File: config.mk
export PLATFORM = sky130hd
export DESIGN_NAME = rdp_level_mgr
export DESIGN_NICKNAME = d
export VERILOG_FILES = /design/src/rtl/rdp_pkg.sv /design/src/rtl/rdp_rst_sync.sv /design/src/rtl/rdp_decode.sv /design/src/rtl/rdp_gate.sv /design/src/rtl/rdp_change_seq.sv /design/src/rtl/rdp_level_mgr.sv
export SDC_FILE = /design/constraint.sdc
export NUM_CORES = 1
export LEC_CHECK = 0
export CORE_ASPECT_RATIO = 0.9
export CORE_MARGIN = 2
export CORE_UTILIZATION = 41
export DETAILED_ROUTE_END_ITERATION = 16
export DONT_BUFFER_PORTS = 1
export HOLD_SLACK_MARGIN = 0.03
export PLACE_DENSITY = 0.53
export SYNTH_ARGS = -nofsm -noshare
export SYNTH_HDL_FRONTEND = slang
export SYNTH_SLANG_ARGS = --single-unit
File: constraint.sdc
create_clock -name clk -period 1 [get_ports clk]
set_input_delay 0.2 -clock clk [delete_from_list [all_inputs] [get_ports clk]]
set_output_delay 0.2 -clock clk [all_outputs]
set_load 0.01 [all_outputs]
File: src/rtl/rdp_pkg.sv
package rdp_pkg;
  typedef enum logic [1:0] {
    LVL0 = 2'd0,
    LVL1 = 2'd1,
    LVL2 = 2'd2
  } lvl_e;

  typedef enum logic [1:0] {
    CH_IDLE   = 2'd0,
    CH_ERASE  = 2'd1,
    CH_COMMIT = 2'd2
  } chg_state_e;
endpackage

File: src/rtl/rdp_rst_sync.sv
module rdp_rst_sync #(
  parameter int STAGES = 2
) (
  input  logic clk,
  input  logic rst_n,
  output logic rst_sync_n
);
  logic [STAGES-1:0] sync_q;

  always_ff @(posedge clk or negedge rst_n) begin
    if (!rst_n) sync_q <= '0;
    else        sync_q <= {sync_q[STAGES-2:0], 1'b1};
  end

  assign rst_sync_n = sync_q[STAGES-1];
endmodule

File: src/rtl/rdp_decode.sv
module rdp_decode
  import rdp_pkg::*;
#(
  parameter int              OPT_W    = 8,
  parameter logic [OPT_W-1:0] KEY_OPEN = 8'hAA,
  parameter logic [OPT_W-1:0] KEY_LOCK = 8'hCC
) (
  input  logic [OPT_W-1:0] byte_in,
  output lvl_e             lvl
);
  always_comb begin
    if (byte_in == KEY_OPEN)      lvl = LVL0;
    else if (byte_in == KEY_LOCK) lvl = LVL2;
    else                          lvl = LVL1;
  end
endmodule

File: src/rtl/rdp_gate.sv
module rdp_gate
  import rdp_pkg::*;
(
  input  logic clk,
  input  logic rst_sync_n,
  input  lvl_e lvl,
  input  logic dbg_attached,
  input  logic boot_ram,
  input  logic boot_sysmem,
  input  logic rd_req,
  input  logic wr_req,
  input  logic sector_wr_ok,
  output logic rd_grant,
  output logic rd_err,
  output logic wr_grant,
  output logic dbg_off,
  output logic sysboot_off
);
  logic untrusted;
  logic closed;

  always_comb begin
    untrusted   = dbg_attached | boot_ram | boot_sysmem;
    closed      = (lvl != LVL0) & untrusted;
    rd_grant    = rd_req & ~closed;
    rd_err      = rd_req & closed;
    wr_grant    = wr_req & sector_wr_ok & ~closed;
    dbg_off     = (lvl == LVL2);
    sysboot_off = (lvl == LVL2);
  end

  AST_RD_EXCLUSIVE: assert property (@(posedge clk) disable iff (!rst_sync_n)
    !(rd_grant && rd_err));
  AST_DEBUG_NO_WRITE: assert property (@(posedge clk) disable iff (!rst_sync_n)
    (lvl != LVL0 && dbg_attached) |-> !wr_grant);
  AST_OPEN_READ: assert property (@(posedge clk) disable iff (!rst_sync_n)
    (lvl == LVL0 && rd_req) |-> rd_grant);
endmodule

File: src/rtl/rdp_change_seq.sv
module rdp_change_seq
  import rdp_pkg::*;
#(
  parameter int OPT_W = 8
) (
  input  logic             clk,
  input  logic             rst_sync_n,
  input  lvl_e             cur_lvl,
  input  lvl_e             req_lvl,
  input  logic [OPT_W-1:0] req_byte,
  input  logic             start,
  input  logic             erase_done,
  output logic             erase_req,
  output logic             commit_stb,
  output logic [OPT_W-1:0] commit_byte,
  output logic             prot_err,
  output logic             busy
);
  chg_state_e       state_q, state_d;
  logic [OPT_W-1:0] pend_q;
  lvl_e             orig_q, pend_lvl_q;
  logic             err_q, err_d;
  logic             cap_en;

  always_comb begin
    state_d = state_q;
    err_d   = 1'b0;
    cap_en  = 1'b0;
    unique case (state_q)
      CH_IDLE: begin
        if (start) begin
          if (cur_lvl == LVL2) begin
            err_d = 1'b1;
          end else begin
            cap_en = 1'b1;
            if (cur_lvl == LVL1 && req_lvl == LVL0) state_d = CH_ERASE;
            else                                    state_d = CH_COMMIT;
          end
        end
      end
      CH_ERASE: begin
        err_d = start;
        if (erase_done) state_d = CH_COMMIT;
      end
      CH_COMMIT: begin
        err_d   = start;
        state_d = CH_IDLE;
      end
      default: state_d = CH_IDLE;
    endcase
  end

  always_ff @(posedge clk or negedge rst_sync_n) begin
    if (!rst_sync_n) begin
      state_q    <= CH_IDLE;
      err_q      <= 1'b0;
      pend_q     <= '0;
      orig_q     <= LVL1;
      pend_lvl_q <= LVL1;
    end else begin
      state_q <= state_d;
      err_q   <= err_d;
      if (cap_en) begin
        pend_q     <= req_byte;
        orig_q     <= cur_lvl;
        pend_lvl_q <= req_lvl;
      end
    end
  end

  assign erase_req   = (state_q == CH_ERASE);
  assign commit_stb  = (state_q == CH_COMMIT);
  assign commit_byte = pend_q;
  assign prot_err    = err_q;
  assign busy        = (state_q != CH_IDLE);

  AST_DOWN_AFTER_ERASE: assert property (@(posedge clk) disable iff (!rst_sync_n)
    (commit_stb && orig_q == LVL1 && pend_lvl_q == LVL0) |-> $past(erase_done));
  AST_ERASE_ONLY_DOWN: assert property (@(posedge clk) disable iff (!rst_sync_n)
    erase_req |-> (orig_q == LVL1 && pend_lvl_q == LVL0));
  AST_TOP_NO_COMMIT: assert property (@(posedge clk) disable iff (!rst_sync_n)
    commit_stb |-> orig_q != LVL2);
  AST_ONE_ACTION: assert property (@(posedge clk) disable iff (!rst_sync_n)
    $onehot0({erase_req, commit_stb}));
  AST_COMMIT_PULSE: assert property (@(posedge clk) disable iff (!rst_sync_n)
    commit_stb |=> !commit_stb);
  AST_ERR_PULSE_BUSY: assert property (@(posedge clk) disable iff (!rst_sync_n)
    (busy && start) |=> prot_err);
endmodule

File: src/rtl/rdp_level_mgr.sv
module rdp_level_mgr
  import rdp_pkg::*;
#(
  parameter int               OPT_W    = 8,
  parameter logic [OPT_W-1:0] KEY_OPEN = 8'hAA,
  parameter logic [OPT_W-1:0] KEY_LOCK = 8'hCC,
  parameter int               SYNC_STAGES = 2
) (
  input  logic             clk,
  input  logic             rst_n,
  input  logic [OPT_W-1:0] opt_byte,
  input  logic [OPT_W-1:0] chg_byte,
  input  logic             chg_start,
  input  logic             dbg_attached,
  input  logic             boot_ram,
  input  logic             boot_sysmem,
  input  logic             mem_rd_req,
  input  logic             mem_wr_req,
  input  logic             sector_wr_ok,
  input  logic             erase_done,
  output logic [1:0]       prot_level,
  output logic             mem_rd_grant,
  output logic             rd_bus_err,
  output logic             mem_wr_grant,
  output logic             dbg_disable,
  output logic             sysboot_deny,
  output logic             erase_req,
  output logic             commit_stb,
  output logic [OPT_W-1:0] commit_byte,
  output logic             prot_err,
  output logic             chg_busy
);
  logic rst_sync_n;
  lvl_e cur_lvl;
  lvl_e req_lvl;

  rdp_rst_sync #(.STAGES(SYNC_STAGES)) u_rst (
    .clk(clk), .rst_n(rst_n), .rst_sync_n(rst_sync_n)
  );

  rdp_decode #(.OPT_W(OPT_W), .KEY_OPEN(KEY_OPEN), .KEY_LOCK(KEY_LOCK)) u_dec_cur (
    .byte_in(opt_byte), .lvl(cur_lvl)
  );

  rdp_decode #(.OPT_W(OPT_W), .KEY_OPEN(KEY_OPEN), .KEY_LOCK(KEY_LOCK)) u_dec_req (
    .byte_in(chg_byte), .lvl(req_lvl)
  );

  rdp_gate u_gate (
    .clk(clk), .rst_sync_n(rst_sync_n), .lvl(cur_lvl),
    .dbg_attached(dbg_attached), .boot_ram(boot_ram), .boot_sysmem(boot_sysmem),
    .rd_req(mem_rd_req), .wr_req(mem_wr_req), .sector_wr_ok(sector_wr_ok),
    .rd_grant(mem_rd_grant), .rd_err(rd_bus_err), .wr_grant(mem_wr_grant),
    .dbg_off(dbg_disable), .sysboot_off(sysboot_deny)
  );

  rdp_change_seq #(.OPT_W(OPT_W)) u_seq (
    .clk(clk), .rst_sync_n(rst_sync_n), .cur_lvl(cur_lvl), .req_lvl(req_lvl),
    .req_byte(chg_byte), .start(chg_start), .erase_done(erase_done),
    .erase_req(erase_req), .commit_stb(commit_stb), .commit_byte(commit_byte),
    .prot_err(prot_err), .busy(chg_busy)
  );

  assign prot_level = cur_lvl;

  AST_LOCK_OUTPUTS: assert property (@(posedge clk) disable iff (!rst_sync_n)
    dbg_disable == (prot_level == 2'd2));
endmodule

==> After elaboration in Yosys (flattened, before gate mapping) <==
Index checks and enable logic that the tools add are counted.
{ "op_classes": {"eq_ne": 11, "n_reduce_logical": 7, "n_bitwise": 8, "n_mux": 15} }
{ "op_table": {"columns": ["op", "n"], "rows": [
  ["== test 8 bit, second input constant", 4],
  ["two-way mux 2 bit", 8],
  ["!= test 2 bit, second input constant", 3],
  ["AND 1 bit", 5],
  ["two-way mux 1 bit", 5],
  ["== test 2 x 1 -> 1 bit, second input constant", 2],
  ["== test 2 bit, second input constant", 2],
  ["logical NOT 2 bit", 2],
  ["one-hot mux 2 bit (2 select lines)", 1],
  ["nonzero test 2 bit", 2],
  ["AND reduction 3 bit", 1],
  ["OR 1 bit", 2],
  ["one-hot mux 1 bit (2 select lines)", 1],
  ["OR reduction 2 bit", 1],
  ["logical AND 1 bit", 1],
  ["inverter 1 bit", 1]
]} }
{ "totals": {"input_bits": 26, "elab_cells": 45, "out_inout_bits": 19, "register_bits": 13} }

==> Longest topological paths before layout <==
{ "logic_depth": {"ltp_word": 9, "depth_mapped": 6, "ltp_nobuf": 6} }

==> Hierarchy <==
Synthesis repeated with hierarchy kept, for this count alone.
{ "hier_totals": {"hier_cells": 62, "area_unflattened_um2": 743.2} }
{ "by_module_without_submodules": {"columns": ["mod", "seq_area_each_um2", "cells_each", "instances", "area_each_um2"], "rows": [
  ["rdp_change_seq", 275.3, 42, 1, 545.5],
  ["rdp_decode", 0.0, 5, 2, 46.3],
  ["rdp_rst_sync", 50.0, 3, 1, 53.8],
  ["rdp_gate", 0.0, 7, 1, 51.3]
]} }

==> Worst setup path after synthesis <==
OpenSTA, ideal clock, no wires.
{ "synth_timing": {"kind": "register to register", "start": "reg u_seq.state_q[0]", "end": "reg u_seq.pend_q[0] (netlist: u_seq.commit_byte[0])", "required_time_ns": 0.875, "setup_ns": 0.125, "stages_incl_launch_ff": 7, "n_path_buf": 1, "arrival_time_ns": 1.453, "period_less_slack_ns": 1.578, "setup_slack_ns": -0.578, "cell_sequence": "dfrtp_1 -> inv_1 -> ha_1 -> inv_2 -> or2_1 -> buf_6 -> mux2_4"} }
{ "synth_between": {"elab_chain_cells": 2} }
{ "synth_lines": {"columns": ["element", "line_no", "source"], "rows": [
  ["start, declared", "rdp_change_seq.sv:19", "chg_state_e state_q, state_d;"],
  ["start signal, assigned", "rdp_change_seq.sv:61", "state_q <= state_d;"],
  ["logical NOT 2 bit", "rdp_change_seq.sv:29", "unique case (state_q)"],
  ["two-way mux 1 bit", "rdp_change_seq.sv:29", null],
  ["end signal, assigned", "rdp_change_seq.sv:64", "pend_q <= req_byte;"],
  ["end, declared", "rdp_change_seq.sv:20", "logic [OPT_W-1:0] pend_q;"]
]} }
No other way between the ends.
A chain may end at the register's enable or synchronous reset.

==> Worst setup path in the final report <==
{ "layout_timing": {"start": "reg u_seq.state_q[1]", "end": "reg u_seq.pend_q[1] (netlist: u_seq.commit_byte[1])"} }
The elaborated chain is that of the path after synthesis.

==> results.md <==
- Final GP Congestion: 0.922
- Initial antenna violation count: 0
- DRT antenna net count: 0
- Post-Syn Nets: 91
- Post-synth top flop: dfrtp_1
- Clock Tree Buf Depth: 2
- Max Clk Rate: 726 MHz
- Final nets: 113
- Post-synthesis mux area share: 0.159
- Main combinational cell family by area after synthesis: simple AND/OR/NAND/NOR gates
- Worst EP required: 1160 ps
- Vias post-DR: 548
- WHS Path Cells: 1
- Most common cell after layout, fill and taps aside: dfrtp_1
- Dpl cell area: 880 um2
- Final core utilization: 0.637
- Drt first pass iters: 3
- Post-DR wirelength/cell: 15.7 um
- Synth Area in Compound Gates: 0.0730
- Register area: 325 um2
- Clk root buf: clkbuf_4
- RSZ-0062 raised after global routing: yes
- Row cnt: 14
- Clk Latency, worst-skew pair: 270 ps
- Status: finished with violations
- Final Setup Violations: 15
- Layout area overhead: 43.4%
- Total congestion overflow: 0
- I/O pin count: 45
- Worst hold path class: in2reg
- Synthesized flop and latch total: 13
- TritonCTS buffer count: 3
- Failing checks: setup timing
- Switch Pwr: 0.000792 W
- WP data arrival: 1540 ps
- Cell variety after synth: 28
- Die W: 49.2 um
- Post-route DRC: 0
- DIE HEIGHT: 44.7 um
- Core area: 1700 um2
- Layout cells sized above 1: 0.646
- Final Hold Viols: 0
- Origin of the critical flop-to-flop path: u_seq.state_q[1]
- ANT cells: 0
- Final Cycle Share: 1.38
- R2r setup slk: -380 ps
- Leakage: 0.470 nW
- Post-Synth Simple-Gate Area: 0.226
- Area share of xor/xnor cells in the synthesized design: 0
- First-pass GRT wire length: 2.53 mm
- GRT Overall Usage: 0.152
- P per Cell Area: 2160 nW/um2
- Effective utilization at floorplan: 0.444
- Critical Path Fanout Max: 8
- Clock share of power: 0.136
- Final Max Tran Viols: 0
- CP Capture Type: flop
- CTS tree: done
- Warnings, synthesis: 0
- CP Launch Type: flop
- Reg-to-Reg End: u_seq.commit_byte[1]
- Most frequent cells in the layout: dfrtp_1, buf_4, mux2_4, buf_6
- Synth Instances: 61
- Fill count: 136
- Vias in the first global route: 558
- Synthesized cell area: 754 um2
- Mean Syn Cell Area: 12.4 um2
- Worst Reg2Reg Path Length in Cells: 5
- Vias per inst: 5.17
- DR iter-0 viols: 1
- Hold path startpoint: chg_byte[7]
- Int Pwr: 0.00154 W
- Crit path time final: 1380 ps
- Area of the multi-input gates: 518 um2
- Async SR Flop Fraction: 1.00
- TritonCTS Sinks: 13
- Peak VDD IR: 0.00189 V
- Critical path class: reg2reg
- Sequential fraction of the synthesis area: 0.431
- Power share of the combinational group: 0.453
- Fin worst setup slack: -377 ps
- Largest net degree at the start of global routing: 12
- H-tree depth: 1
- Sequential Power Share: 0.412
- Dpl hpwl: 1.23 mm
- Drt total wl: 1.66 mm
- EDFF count, synth: 0
- Port bufs: 0
- WHS Endpoint: u_seq.commit_byte[7]
- Die footprint: 2200 um2
- Adder-cell share of the synthesized area: 0.0663
- Sw frac: 0.339
- Max-cap violations: 0
- Final instance area: 1080 um2
- Worst Skew: 2.81 ps
- Clock-pin slew on the worst setup and hold paths: 80 ps
power groups by stage:
stage | clock network (W) | logic, W | registers, W
3_3_place_gp | 0 | 0.000743 | 0.000973
5_1_grt | 0.000366 | 0.00111 | 0.000988
6_report | 0.000317 | 0.00106 | 0.000961
4_1_cts | 0.000329 | 0.000893 | 0.000966
3_5_place_dp | 0 | 0.000768 | 0.000973
2_1_floorplan | 0 | 0.000601 | 0.000938
kinds of logic after synthesis:
kind of cell / count (synthesis)
mux: 8
other cells: 1
compound gates: 9
flops: 13
buf+inv: 5
simple gates: 21
fa+ha+maj: 4
Yosys cell counts, types with 2 or more instances:
cell      number  area share
and4bb_2       3       0.050
nor2_1         4       0.020
a31oi_1        2       0.017
nor3b_1        2       0.020
a21oi_1        2       0.013
nand2_1        2       0.010
dfrtp_1       13        0.43
ha_1           4       0.066
mux2_4         8        0.16
inv_1          2       0.010
o21ai_1        2       0.013
metrics by stage:
step                hold WS (ps)  power [W]  std cells  setup TNS [ps]  worst slack (ps)
global placement           -95.6    0.00172         95           -4940              -508
CTS                         63.4    0.00219        103           -4390              -380
floorplan                  -95.6    0.00154         61           -3990              -454
detailed placement         -95.6    0.00174         95           -5090              -518
global route                44.3    0.00247        106           -5310              -416
finish                      67.2    0.00233        106           -4650              -377
routing by layer:
layer | vias up | track usage | share of wire | wire length (um)
met5 | - | 0 | 0 | 0
met4 | 0 | 0.0171 | 0.0096 | 16
met3 | 2 | 0.0563 | 0.079 | 131
met2 | 28 | 0.265 | 0.49 | 810
met1 | 257 | 0.189 | 0.42 | 701
li1 | 261 | - | - | -
layout make-up:
type | instances | share of cell area
Inverter | 3 | 0.0104
Sequential cell | 13 | 0.301
Clock buffer | 4 | 0.0243
Timing Repair Buffer | 19 | 0.158
Multi-Input combinational cell | 43 | 0.479
Tap cell | 24 | 0.0277
sequential cells by signal, indices dropped and copies added (netlist names):
signal,cells
u_seq.prot_err,1
u_seq.commit_byte,8
u_rst.sync_q,2
u_seq.state_q,2
repair_timing:
action                                 4_1_cts  5_1_grt
gates cloned                                 0        0
endpoints found under the hold margin        2        0
hold buffers                                 1        0
setup endpoints to repair                   16       18
pin swaps                                    4        5
buffers inserted                             4        3
gates resized for setup                     12       12
worst max path at each step:
stage	from	to	slack (ps)	cells past startpoint
after global placement	opt_byte[5]	u_seq.commit_byte[1]	-510	4
after floorplan	u_seq.state_q[1]	u_seq.commit_byte[0]	-450	6
after detailed placement	u_seq.state_q[0]	u_seq.commit_byte[0]	-520	5
after CTS	u_seq.state_q[0]	u_seq.commit_byte[1]	-380	5
final	u_seq.state_q[1]	u_seq.commit_byte[1]	-380	5
after global routing	u_seq.state_q[1]	chg_busy	-420	5
critical path, stage by stage, from the launching register on:
cell and delay (ps):
dfrtp_1 390, inv_2 90, ha_4 140, inv_2 30, or2_4 290, mux2_4 320
(Power assumes the default switching activity.)
